$ cat config.mk
export PLATFORM = sky130hd
export DESIGN_NAME = dly_win_cal
export DESIGN_NICKNAME = d
export VERILOG_FILES = /design/src/rtl/dly_win_cal_pkg.sv /design/src/rtl/dwc_timer.sv /design/src/rtl/dwc_window.sv /design/src/rtl/dly_win_cal.sv
export SDC_FILE = /design/constraint.sdc
export NUM_CORES = 1
export LEC_CHECK = 0
export BUFFER_PORTS_ARGS = -buffer_cell sky130_fd_sc_hd__buf_2
export CORE_ASPECT_RATIO = 0.7
export CORE_UTILIZATION = 25
export DETAILED_ROUTE_END_ITERATION = 10
export PLACE_DENSITY_LB_ADDON = 0.08
export SLEW_MARGIN = 20
export SYNTH_ARGS = -nofsm -noshare
export SYNTH_HDL_FRONTEND = slang
export SYNTH_SLANG_ARGS = --single-unit
$ cat constraint.sdc
create_clock -name clk -period 11.05 [get_ports clk]
set_clock_uncertainty 0.15 [all_clocks]
set_input_delay 0.5525 -clock clk [delete_from_list [all_inputs] [get_ports clk]]
set_output_delay 0.5525 -clock clk [all_outputs]
set_load 0.05 [all_outputs]
$ cat src/rtl/dly_win_cal_pkg.sv
package dly_win_cal_pkg;

  typedef enum logic [2:0] {
    CS_IDLE,
    CS_LOAD,
    CS_SETTLE,
    CS_ARM,
    CS_DWELL,
    CS_APPLY,
    CS_DONE
  } cal_state_e;

  localparam logic [1:0] FC_OK     = 2'b00;
  localparam logic [1:0] FC_NONE   = 2'b01;
  localparam logic [1:0] FC_NARROW = 2'b10;

  // window span: distance from first to last passing tap
  function automatic int unsigned win_span(int unsigned first, int unsigned last);
    return last - first;
  endfunction

  // chosen tap: midpoint of the window, rounded down
  function automatic int unsigned win_mid(int unsigned first, int unsigned last);
    return (first + last) / 2;
  endfunction

endpackage

$ cat src/rtl/dwc_timer.sv
module dwc_timer #(
  parameter int CW = 8
) (
  input  logic          clk,
  input  logic          rst_n,
  input  logic          run_i,
  input  logic [CW-1:0] lim_i,
  output logic          last_o
);
  logic [CW-1:0] cnt;

  assign last_o = run_i && (cnt == lim_i - 1'b1);

  always_ff @(posedge clk or negedge rst_n) begin
    if (!rst_n)                cnt <= '0;
    else if (!run_i || last_o) cnt <= '0;
    else                       cnt <= cnt + 1'b1;
  end
endmodule

$ cat src/rtl/dwc_window.sv
module dwc_window #(
  parameter int TW = 5
) (
  input  logic          clk,
  input  logic          rst_n,
  input  logic          clr_i,
  input  logic          upd_i,
  input  logic          pass_i,
  input  logic [TW-1:0] tap_i,
  output logic          open_o,
  output logic [TW-1:0] start_o,
  output logic [TW-1:0] stop_o,
  output logic          nxt_open_o,
  output logic [TW-1:0] nxt_start_o,
  output logic [TW-1:0] nxt_stop_o
);
  always_comb begin
    nxt_open_o  = open_o | pass_i;
    nxt_start_o = open_o ? start_o : tap_i;
    nxt_stop_o  = pass_i ? tap_i : stop_o;
  end

  always_ff @(posedge clk or negedge rst_n) begin
    if (!rst_n) begin
      open_o  <= 1'b0;
      start_o <= '0;
      stop_o  <= '0;
    end else if (clr_i) begin
      open_o  <= 1'b0;
      start_o <= '0;
      stop_o  <= '0;
    end else if (upd_i) begin
      open_o  <= nxt_open_o;
      start_o <= nxt_start_o;
      stop_o  <= nxt_stop_o;
    end
  end
endmodule

$ cat src/rtl/dly_win_cal.sv
module dly_win_cal
  import dly_win_cal_pkg::*;
#(
  parameter int TAP_W      = 5,
  parameter int DWELL_CYC  = 2**21,
  parameter int SETTLE_CYC = 4,
  parameter int MIN_SPAN   = 4,
  parameter int REST_TAP   = 16
) (
  input  logic             clk,
  input  logic             rst_n,
  input  logic             start_i,
  output logic [TAP_W-1:0] dly_val_o,
  output logic             dly_load_o,
  output logic             chk_en_o,
  output logic             lane_q_o,
  input  logic             ilock_i,
  input  logic             ierr_i,
  input  logic             qlock_i,
  input  logic             qerr_i,
  output logic             busy_o,
  output logic             done_o,
  output logic [TAP_W-1:0] tap_o,
  output logic [TAP_W-1:0] width_o,
  output logic [1:0]       fail_o
);
  localparam int               LONGEST = (DWELL_CYC > SETTLE_CYC) ? DWELL_CYC : SETTLE_CYC;
  localparam int               CW      = $clog2(LONGEST) + 1;
  localparam logic [TAP_W-1:0] TAP_TOP = {TAP_W{1'b1}};
  localparam logic [TAP_W-1:0] MIN_W   = TAP_W'(MIN_SPAN);

  cal_state_e       state;
  logic [TAP_W-1:0] cur_tap;
  logic             i_ok;

  // named internal events
  logic             start_acc;
  logic             tmr_run, tmr_last;
  logic [CW-1:0]    tmr_lim;
  logic             meas_end, q_end;
  logic             lane_ok, tap_pass;
  logic             stop_early;
  logic             sweep_end_evt;
  logic             win_ok;
  logic             done_nxt;

  logic             w_open, w_nopen;
  logic [TAP_W-1:0] w_start, w_stop, w_nstart, w_nstop;
  logic [TAP_W-1:0] span_now, span_nxt, mid_nxt;

  assign tmr_run = (state == CS_SETTLE) || (state == CS_DWELL);
  assign tmr_lim = (state == CS_SETTLE) ? CW'(SETTLE_CYC) : CW'(DWELL_CYC);

  dwc_timer #(.CW(CW)) tmr_i (
    .clk(clk), .rst_n(rst_n), .run_i(tmr_run), .lim_i(tmr_lim), .last_o(tmr_last)
  );

  assign start_acc = start_i && ((state == CS_IDLE) || (state == CS_DONE));
  assign meas_end  = tmr_last && (state == CS_DWELL);
  assign q_end     = meas_end && lane_q_o;
  assign lane_ok   = lane_q_o ? (qlock_i && !qerr_i) : (ilock_i && !ierr_i);
  assign tap_pass  = i_ok && lane_ok;

  dwc_window #(.TW(TAP_W)) win_i (
    .clk(clk), .rst_n(rst_n), .clr_i(start_acc), .upd_i(q_end), .pass_i(tap_pass),
    .tap_i(cur_tap), .open_o(w_open), .start_o(w_start), .stop_o(w_stop),
    .nxt_open_o(w_nopen), .nxt_start_o(w_nstart), .nxt_stop_o(w_nstop)
  );

  assign span_now      = TAP_W'(win_span(w_start, w_stop));
  assign span_nxt      = TAP_W'(win_span(w_nstart, w_nstop));
  assign mid_nxt       = TAP_W'(win_mid(w_nstart, w_nstop));
  assign stop_early    = !tap_pass && w_open && (span_now >= MIN_W);
  assign sweep_end_evt = q_end && (stop_early || (cur_tap == TAP_TOP));
  assign win_ok        = w_nopen && (span_nxt >= MIN_W);
  assign done_nxt      = (state == CS_APPLY) || (sweep_end_evt && !win_ok);

  assign dly_load_o = (state == CS_LOAD) || (state == CS_APPLY);
  assign chk_en_o   = (state == CS_DWELL);
  assign busy_o     = (state != CS_IDLE) && (state != CS_DONE);
  assign done_o     = (state == CS_DONE);

  always_ff @(posedge clk or negedge rst_n) begin
    if (!rst_n) begin
      state     <= CS_IDLE;
      cur_tap   <= '0;
      i_ok      <= 1'b0;
      lane_q_o  <= 1'b0;
      dly_val_o <= TAP_W'(REST_TAP);
      tap_o     <= '0;
      width_o   <= '0;
      fail_o    <= FC_OK;
    end else begin
      case (state)
        CS_IDLE, CS_DONE: begin
          if (start_acc) begin
            state     <= CS_LOAD;
            cur_tap   <= '0;
            dly_val_o <= '0;
            lane_q_o  <= 1'b0;
            tap_o     <= '0;
            width_o   <= '0;
            fail_o    <= FC_OK;
          end else begin
            state <= CS_IDLE;
          end
        end
        CS_LOAD:   state <= CS_SETTLE;
        CS_SETTLE: if (tmr_last) state <= CS_ARM;
        CS_ARM:    state <= CS_DWELL;
        CS_DWELL: begin
          if (meas_end) begin
            if (!lane_q_o) begin
              i_ok     <= lane_ok;
              lane_q_o <= 1'b1;
              state    <= CS_ARM;
            end else begin
              lane_q_o <= 1'b0;
              if (!sweep_end_evt) begin
                cur_tap   <= cur_tap + 1'b1;
                dly_val_o <= cur_tap + 1'b1;
                state     <= CS_LOAD;
              end else if (!w_nopen) begin
                fail_o <= FC_NONE;
                state  <= CS_DONE;
              end else if (!win_ok) begin
                fail_o  <= FC_NARROW;
                width_o <= span_nxt;
                state   <= CS_DONE;
              end else begin
                tap_o     <= mid_nxt;
                width_o   <= span_nxt;
                dly_val_o <= mid_nxt;
                state     <= CS_APPLY;
              end
            end
          end
        end
        CS_APPLY: state <= CS_DONE;
        default:  state <= CS_IDLE;
      endcase
    end
  end
endmodule

==> metrics, run 1 <==
status=complete, no violations; ANT cells=0; final worst slack=roughly 7 ns; Tcrit/Tclk final=between 30% and 40%; Tot Pwr=0.8715 mW; CTS resizes=0; DRT Pass-1 Iters=4; hpwl dp=7.949 mm; initial antenna violation count=0; post-place instance area=4126 um^2; Nets=470; VDD IR-drop max=111.1 uV; Syn-to-layout area delta=16.61%; Clock Sinks=60; setup_tns=0 ns; Die H=roughly 110 um; WP data arrival=4.24 ns; global-route wire length before repair=17.58 mm; # rows=37; postcts setup bufs=0; CTS tree=done; final core occ=30.06%; Synth top area share=38.66%; Reg-to-Reg Start=lane_q_o; Congestion Overflow GR=0; critical path capture point type=flip-flop; CTS root buf=clkbuf_16; Commonest cells post-synth=dfrtp_1, nor2_1, nand2_1; DR DRC count=0; max-cap check violation count=0; post-synthesis sequential area ratio=39.35%; slew at the pin closest to its max-slew limit=0.8338 ns; Slowest cell on crit path=dfrtp_1; worst stage delay on the critical path=0.55 ns; Post-Syn Instances=between 400 and 500; Finish-stage setup viols=0; final hold violations=0; Unique masters post-synth=64; largest net degree at the start of global routing=61; Synth Warn #=0; simple-gate share of the synthesized area=23.79%; worst slack, placed=6.836 ns; Final ANT Viol Nets=0; Synth area leaders=dfrtp_1, ha_1, nor2_1; Async S/R FF share, synth=100.0%; drt initial violations=146; met2 wire length=3.736 mm; Max Root-Sink Buffers=2; clock-pin slew on the worst setup and hold paths=0.05 ns; hold-fix buffers at CTS=0; worst min path class=primary input to asynchronous set/reset pin; uppermost routed layer=met4; Initial Util=25.78%; Critical path buffers and inverters=1; crit path max fanout=12; largest family of logic cells by synthesized area=simple AND/OR/NAND/NOR gates; RSZ-0062 raised after global routing=no; area leader, netlist=dfrtp_1; met3 WL post-DR=367 um; crit start category=flip-flop; critical path launch point=lane_q_o; WL met1=6.463 mm; synthesized area=3819 um^2; PwrDens=195.7 nW/um^2; WS Path Type=flip-flop to flip-flop; Vias=around 3000; syn_area_per_cell=between 9 and 10 um^2; Synth Area in Adders=6.815%; CP cell instances=nand4bb_1 -> and2_1 -> a21oi_1 -> ha_1 -> fa_1 -> xnor2_1 -> a31oi_1 -> a211oi_1 -> nand3_1 -> a211oi_1 -> buf_4 -> nor2_1 -> mux2_2; CORE AREA=14810 um^2; EDFF count, synth=0; fmax=approximately 240 MHz; post-route minimum period=4.177 ns; share of cells above drive strength 1=between 10% and 20%; vias per inst=4.674; Clock H-tree levels=3; Synth Register Bits=60; total CTS buffers=9; syn_nets=447; Final Wtd Congestion=between 0.7 and 0.8; multiplexer share of the synthesized area=5.275%; slew margin rel.=43.98%; final instance area=4453 um^2; ys flop type=dfrtp_1; worst-skew pair later-pin latency=about 0.33 ns; Slew Limit Fails=0; CP top delay family=compound AO/OA/AOI/OAI gates; Worst path most repeated cell=a211oi_1; final WL=10.67 mm; Routed WL per cell=16.56 um; Chip Width=between 100 and 150 um; Global Route Usage Sum=between 10% and 20%; Worst Path Required=11.11 ns; leakage power=around 2.0 nW; vias in the first global route=between 3000 and 4000; Compound-Gate Fraction of Synth Area=between 10% and 20%; # IOs=29; Port Buffer Count=28; most frequent cell after synthesis=dfrtp_1; xor/xnor share of the synthesized area=around 6.9%; Die Area=approximately 16000 um^2
==> registers in the layout, summed over array words and instances (netlist names) <==
signal	cells
win_i.start_o	5
lane_q_o	1
i_ok	1
win_i.stop_o	5
width_o	5
state	3
tap_o	5
dly_val_o	5
fail_o	2
cur_tap	5
tmr_i.cnt	22
win_i.open_o	1
==> cells in the final DEF, fill, tap and decap left out, types with 8 or more instances in the layout <==
cell	netlist	layout
inv_1	20	20
a21oi_1	9	9
nor3_1	8	8
clkbuf_16	0	9
mux2i_1	13	13
nand4_1	10	10
nor2_1	51	51
buf_2	1	28
xor2_1	17	17
o21ai_0	23	23
nand3_1	24	24
xnor2_1	13	13
ha_1	16	16
nand2_1	43	43
dfrtp_1	59	59
==> worst paths after layout <==
kind,end,slack [ns],depth (start not counted)
max,dly_val_o[3],6.87,13
min in group clk,tap_o[0],0.35,1
min,tmr_i.cnt[0],0.24,2
max reg2reg,dly_val_o[3],6.87,13
min reg2reg,tap_o[0],0.35,1
max in group asynchronous,win_i.start_o[1],9.94,2
==> through the flow <==
stage	instances	hold WS [ns]
2_1_floorplan	421	0.1069
3_3_place_gp	628	0.3356
3_5_place_dp	628	0.3413
4_1_cts	644	0.3004
5_1_grt	644	0.3403
6_report	644	0.2409
==> logic make-up (layout without fill, tap and decap cells) <==
| logic type | after synthesis | count (layout) |
|---|---|---|
| buf+inv | 42 | 70 |
| mux | 19 | 19 |
| compound gates | 72 | 72 |
| flops | 60 | 60 |
| fa+ha+maj | 19 | 19 |
| simple gates | 179 | 179 |
| xor+xnor | 30 | 30 |
==> power by group <==
group | internal [mW] | switching (mW)
Combinational | 0.0856 | 0.202
Sequential | 0.239 | 0.0345
Clock | 0.203 | 0.107
Total | 0.527 | 0.344
==> layer usage <==
layer | vias up | GRT usage, %
met5 | - | 0
met4 | 0 | 3.752
met3 | 8 | 2.857
met2 | 49 | 17.59
met1 | 1437 | 25.22
li1 | 1516 | -
==> final cells by class <==
| cell class | instances | area [um^2] |
|---|---|---|
| clock buffer | 10 | 239.0 |
| clock inverter | 6 | 87.58 |
| fill | 1614 | 10360 |
| inverter | 22 | 82.58 |
| multi-input combinational | 319 | 2127 |
| sequential | 60 | 1503 |
| tap | 195 | 244.0 |
| timing repair buffer | 32 | 170.2 |
(Power assumes the default switching activity.)
==> run 2, diff against run 1 <==
==> constraint.sdc (replaced) <==
create_clock -name clk -period 3.58 [get_ports clk]
set_clock_uncertainty 0.15 [all_clocks]
set_input_delay 0.179 -clock clk [delete_from_list [all_inputs] [get_ports clk]]
set_output_delay 0.179 -clock clk [all_outputs]
set_load 0.05 [all_outputs]
==> run 2 against run 1 <==
Register-to-register slack got worse by 6.8 ns. Clock-buffer cell count increased by 1. Cell area increased by 5.9%. Hold slack got worse by 0.13 ns. Power increased to 3.2 times the previous value. Worst setup slack got worse by 6.8 ns. Critical path depth decreased by 1. Via count increased by 3.0%. Cell count increased by 3.6%. First-iteration DRC count increased by 57%. Critical path type unchanged. Largest cell class unchanged. Largest power group is now combinational cells. Highest routed layer unchanged.
==> metrics, run 2 (synthesis gave the netlist of run 1 again) <==
Nets=493 (was 470); Reg2Reg Setup Slack=0.12 ns (was 6.87 ns); CP top delay family=simple AND/OR/NAND/NOR gates (was compound AO/OA/AOI/OAI gates); total CTS buffers=9 (unchanged); RSZ-0062 raised after global routing=yes (was no); DR DRC count=0 (unchanged); final WL=11.03 mm (was 10.67 mm); Chip Width=149.7 um (unchanged); Final Wtd Congestion=0.7472 (was 0.7763); Clock Power Share=31.0% (was 35.6%); post-route minimum period=3.464 ns (was 4.177 ns); Congestion Overflow GR=0 (unchanged); non-filler cells, final=667 (was 644); critical path launch point=i_ok (was lane_q_o); P_int=1.644 mW (was 0.5275 mW); worst-skew pair later-pin latency=0.33 ns (about the same); Clock H-tree levels=3 (unchanged); GR Util met2=16.44% (was 17.59%); setup_tns=0 ns (unchanged); CORE AREA=14810 um^2 (unchanged); M3 GR Usage=3.030% (was 2.857%); leakage power=2.116 nW (was 2.012 nW); Layout fillers=1569 (was 1614); Die Area=15780 um^2 (unchanged); CTS root buf=clkbuf_16 (unchanged); CP cell instances=nand4b_1 -> and2_4 -> nor2_4 -> a21oi_2 -> ha_2 -> fa_2 -> xnor2_2 -> a31oi_1 -> a211oi_4 -> or4_4 -> mux2_4 -> a21o_1 (was nand4bb_1 -> and2_1 -> a21oi_1 -> ha_1 -> fa_1 -> xnor2_1 -> a31oi_1 -> a211oi_1 -> nand3_1 -> a211oi_1 -> buf_4 -> nor2_1 -> mux2_2); final instance area=4716 um^2 (was 4453 um^2); Largest Register=tmr_i.cnt (unchanged); DRT Pass-1 Iters=6 (was 4); Syn-to-layout area delta=23.49% (was 16.61%); most frequent cells in the layout=dfrtp_1, nor2_1, nand2_1, buf_2, buf_4 (was dfrtp_1, nor2_1, nand2_1, buf_2, nand3_1); slew at the pin closest to its max-slew limit=0.7342 ns (was 0.8338 ns); drt initial violations=229 (was 146); most common cell after layout, fill and taps aside=dfrtp_1 (unchanged); Sw Ratio=40.27% (was 39.47%); DP Cell Count=647 (was 628); Tcrit/Tclk final=96.75% (was 37.80%); Final ANT Viol Nets=0 (unchanged); critical path capture point type=flip-flop (unchanged); Clock Sinks=60 (unchanged); Initial Util=25.78% (unchanged); max-cap check violation count=0 (unchanged); Tot Pwr=2.752 mW (was 0.8715 mW); WP data arrival=3.54 ns (was 4.24 ns); # IOs=29 (unchanged); Routed WL per cell=16.54 um (was 16.56 um); combinational cell fraction of total power=38.8% (was 33.0%); Die H=105.4 um (unchanged); vias in the first global route=2916 (was 3026); max reg flops=22 (unchanged); Vias=3100 (was 3010); grt peak-use layer=met1 (unchanged); worst min path class=primary input to flip-flop (was primary input to asynchronous set/reset pin); PwrDens=583.5 nW/um^2 (was 195.7 nW/um^2); Global Route Usage Sum=14.77% (was 14.78%); WS Path Type=flip-flop to flip-flop (unchanged); Port Buffer Count=28 (unchanged); final core occ=31.83% (was 30.06%); post-place instance area=4305 um^2 (was 4126 um^2); initial antenna violation count=0 (unchanged); status=complete, no violations (unchanged); crit path max fanout=8 (was 12); Reg-to-Reg Start=i_ok (was lane_q_o); share of cells above drive strength 1=23.52% (was 16.26%); Slew Limit Fails=0 (unchanged); Worst Path Required=3.65 ns (was 11.11 ns); fmax=288.7 MHz (was 239.4 MHz); vias per inst=4.648 (was 4.674); clock-pin slew on the worst setup and hold paths=0.05 ns (about the same); global-route wire length before repair=17.45 mm (was 17.58 mm); Max Root-Sink Buffers=2 (unchanged); min-delay src=ierr_i; CTS tree=done (unchanged); worst stage delay on the critical path=0.51 ns (was 0.55 ns); Net Switching=1.108 mW (was 0.3440 mW); # rows=37 (unchanged); crit start category=flip-flop (unchanged); sequential power share=30.2% (was 31.4%); slew margin rel.=50.68% (was 43.98%); hpwl dp=8.242 mm (was 7.949 mm); largest net degree at the start of global routing=26 (was 61); Finish-stage setup viols=0 (unchanged); final hold violations=0 (unchanged); VDD IR-drop max=372.7 uV (was 111.1 uV); met1 Usage GRT=25.68% (was 25.22%); ANT cells=0 (unchanged); Critical path buffers and inverters=0 (was 1); Slowest cell on crit path=or4_4 (was dfrtp_1)
==> run 2: worst reg2reg max path, delay by kind of cell, from the launching register on <==
family	cells	cell delay [ns]
AOI/OAI and AO/OA	4	0.60
muxes	1	0.33
xor gates and xnor gates	1	0.17
DFF	1	0.41
and+or+nand+nor	4	1.06
adders and majority gates	2	0.66
==> run 2: what timing repair did <==
item	CTS	global route
resized for setup	0	14
hold endpoints to repair	23	0
setup buffers	0	2
endpoints found under the setup margin	0	9
hold buffers	1	0
==> run 2: power by group through the flow <==
| stage | sequential (mW) | combinational [mW] | clock [mW] |
|---|---|---|---|
| 6_report | 0.831 | 1.07 | 0.853 |
| 5_1_grt | 0.845 | 1.17 | 0.912 |
| 4_1_cts | 0.826 | 1.04 | 0.878 |
| 3_5_place_dp | 0.838 | 1.03 | 0 |
| 3_3_place_gp | 0.840 | 1.03 | 0 |
| 2_1_floorplan | 0.860 | 0.691 | 0 |
==> run 2: path summary, 6_finish.rpt <==
kind                                     end  depth (start not counted)
max in group asynchronous       dly_val_o[4]                          3
worst min register to register    width_o[4]                          1
worst max-delay path                tap_o[2]                         12
worst min-delay path                    i_ok                          3
min in group asynchronous       tmr_i.cnt[5]                          2
worst max register to register      tap_o[2]                         12
==> run 2: metal layers <==
metal  vias to the layer above  part of all wire [%]  wire (um)
met5                         -                     0          0
met4                         0                   1.0        110
met3                         6                   3.5        383
met2                        61                    35       3879
met1                      1463                    60       6659
li1                       1570                     -          -
==> run 2: metrics by stage <==
stage	worst slack, ns	hold slack [ns]
floorplan	-0.04332	-0.2666
global placement	0.06725	0.08231
detailed placement	-0.02254	0.07955
CTS	0.006518	0.09769
global route	-0.01182	0.1029
finish	0.1163	0.1085
==> run 2: final cells by class <==
type                            instances  area [um^2]  share of cell area, %
Tap cell                              195        244.0                  5.174
Timing Repair Buffer                   54        341.6                  7.243
Clock inverter                          5        52.55                  1.114
Multi-Input combinational cell        320         2258                  47.89
Clock buffer                           11        232.7                  4.935
Inverter                               22        82.58                  1.751
Sequential cell                        60         1504                  31.89
==> run 3, diff against run 2 <==
==> constraint.sdc (replaced) <==
create_clock -name clk -period 3.3 [get_ports clk]
set_clock_uncertainty 0.15 [all_clocks]
set_input_delay 0.165 -clock clk [delete_from_list [all_inputs] [get_ports clk]]
set_output_delay 0.165 -clock clk [all_outputs]
set_load 0.05 [all_outputs]
==> run 3 against run 2 <==
The flow now finishes with violations (setup timing). Routed wire length is 1.7% higher. Non-clock buffer count grew 20. Clock power up 13%. Sequential cell count unchanged. Power rose by 13%. Clock-buffer cell count stayed put. First-iteration DRC count grew 3.9%. Combinational power is 21% higher. Highest routed layer unchanged. Die area unchanged.
==> metrics, run 3 (synthesis gave the netlist of run 1 again) <==
leakage power=2.236 nW (was 2.116 nW); crit path max fanout=8 (unchanged); Min Hold Slack=0.07546 ns (was 0.1085 ns); Syn-to-layout area delta=29.03% (was 23.49%); Tcrit/Tclk final=103.3% (was 96.75%); Final ANT Viol Nets=0 (unchanged); ANT cells=0 (unchanged); # rows=37 (unchanged); final instance area=4927 um^2 (was 4716 um^2); final WL=11.22 mm (was 11.03 mm); final core occ=33.26% (was 31.83%); Max Root-Sink Buffers=2 (unchanged); sequential power share=27.8% (was 30.2%); Nets=512 (was 493); WP data arrival=3.46 ns (was 3.54 ns); # IOs=29 (unchanged); Die Area=15780 um^2 (unchanged); initial antenna violation count=0 (unchanged); RSZ-0062 raised after global routing=yes (unchanged); PwrDens=633.4 nW/um^2 (was 583.5 nW/um^2); fmax=293.4 MHz (was 288.7 MHz); Clock Sinks=60 (unchanged); combinational cell fraction of total power=41.2% (was 38.8%); post-place instance area=4451 um^2 (was 4305 um^2); vias in the first global route=3003 (was 2916); slew margin rel.=49.92% (was 50.68%); Largest Register=tmr_i.cnt (unchanged); Worst Path Required=3.36 ns (was 3.65 ns); DR DRC count=0 (unchanged); hpwl dp=8.466 mm (was 8.242 mm); Port Buffer Count=28 (unchanged); status=finished with violations (was complete, no violations); Tot Pwr=3.121 mW (was 2.752 mW); share of cells above drive strength 1=28.37% (was 23.52%); CORE AREA=14810 um^2 (unchanged); Sw Ratio=39.64% (was 40.27%); Clock Power Share=31.0% (about the same); P_int=1.884 mW (was 1.644 mW); most frequent cells in the layout=dfrtp_1, nor2_1, buf_4, nand2_1, buf_2 (was dfrtp_1, nor2_1, nand2_1, buf_2, buf_4); global-route wire length before repair=17.91 mm (was 17.45 mm); setup_tns=-0.7314 ns (was 0 ns); Routed WL per cell=16.38 um (was 16.54 um); Finish-stage setup viols=11 (was 0); worst-skew pair later-pin latency=0.33 ns (about the same); Clock H-tree levels=3 (unchanged); Slew Limit Fails=0 (unchanged); clock-pin slew on the worst setup and hold paths=0.05 ns (about the same); VDD IR-drop max=452.8 uV (was 372.7 uV); DP Cell Count=664 (was 647); worst min path class=primary input to flip-flop (unchanged); Die H=105.4 um (unchanged); Layout fillers=1547 (was 1569); failing checks=setup timing; post-route minimum period=3.408 ns (was 3.464 ns); crit start category=flip-flop (unchanged); vias per inst=4.673 (was 4.648); worst slack, placed=-0.2870 ns (was -0.02254 ns); Final Wtd Congestion=0.7604 (was 0.7472); final worst slack=-0.1084 ns (was 0.1163 ns); most common cell after layout, fill and taps aside=dfrtp_1 (unchanged); slew at the pin closest to its max-slew limit=0.7455 ns (was 0.7342 ns); CTS tree=done (unchanged); total CTS buffers=9 (unchanged); Chip Width=149.7 um (unchanged); Global Route Usage Sum=15.11% (was 14.77%); Net Switching=1.237 mW (was 1.108 mW); Initial Util=25.78% (unchanged); WS Path Type=flip-flop to flip-flop (unchanged); Vias=3201 (was 3100); non-filler cells, final=685 (was 667); CTS root buf=clkbuf_16 (unchanged); drt initial violations=238 (was 229); Congestion Overflow GR=0 (unchanged); max-cap check violation count=0 (unchanged); max reg flops=22 (unchanged); largest net degree at the start of global routing=28 (was 26); critical path capture point type=flip-flop (unchanged); final hold violations=0 (unchanged); DRT Pass-1 Iters=4 (was 6)
run 3: cell types whose count changed in the layout (fill, tap and decap cells not counted), moves of 2 or more:
cell / change
buf_4: +20
o21ai_2: +2
clkbuf_8: +2
a211oi_4: -2
a211oi_2: +2
clkbuf_1: -2
o21ai_0: -3
run 3: path summary, 6_finish.rpt:
kind	from	to	slack, ns	depth (start not counted)
min in group asynchronous	rst_n	tmr_i.cnt[12]	0.24	2
max	lane_q_o	state[0]	-0.11	14
min	start_i	win_i.open_o	0.08	3
max reg2reg	lane_q_o	state[0]	-0.11	14
max in group asynchronous	rst_n	lane_q_o	1.99	3
min reg2reg	width_o[2]	width_o[2]	0.34	1
run 3: what timing repair did:
action / in CTS / in global routing
setup buffers: 4 / 1
hold buffers: 1 / 0
setup endpoints to repair: 14 / 19
pin swaps: 12 / 7
endpoints found under the hold margin: 24 / 0
resized for setup: 11 / 11
run 3: per-layer routing:
layer	vias up	track usage (%)	part of all wire, %
met1	1524	25.68	59
met4	0	4.834	1.2
li1	1600	-	-
met5	-	0	0
met3	10	2.987	3.8
met2	67	17.59	36
run 3: layout make-up:
cell class | instances | area [um^2] | share of cell area (%)
timing repair buffer | 74 | 500.5 | 10.16
tap | 195 | 244.0 | 4.952
multi-input combinational | 319 | 2295 | 46.57
inverter | 22 | 82.58 | 1.676
clock inverter | 4 | 48.80 | 0.9903
clock buffer | 11 | 252.7 | 5.129
sequential | 60 | 1504 | 30.52
run 3: power groups by stage:
stage	registers, mW	clock network [mW]	logic (mW)
3_3_place_gp	0.874	0	1.22
2_1_floorplan	0.933	0	0.752
4_1_cts	0.865	0.994	1.25
3_5_place_dp	0.875	0	1.21
5_1_grt	0.876	1.03	1.40
6_report	0.867	0.966	1.29
run 3: worst max-delay path: stages, from the launching register on:
cell and delay, ns:
dfrtp_2 0.40, nand4bb_4 0.21, and2_4 0.22, nor2_4 0.08
a21oi_2 0.04, ha_2 0.20, fa_2 0.44, xnor2_2 0.18
a31oi_1 0.13, a211oi_2 0.36, nand3_1 0.14, a211oi_2 0.33
buf_4 0.24, o31a_1 0.13, nor3_1 0.05
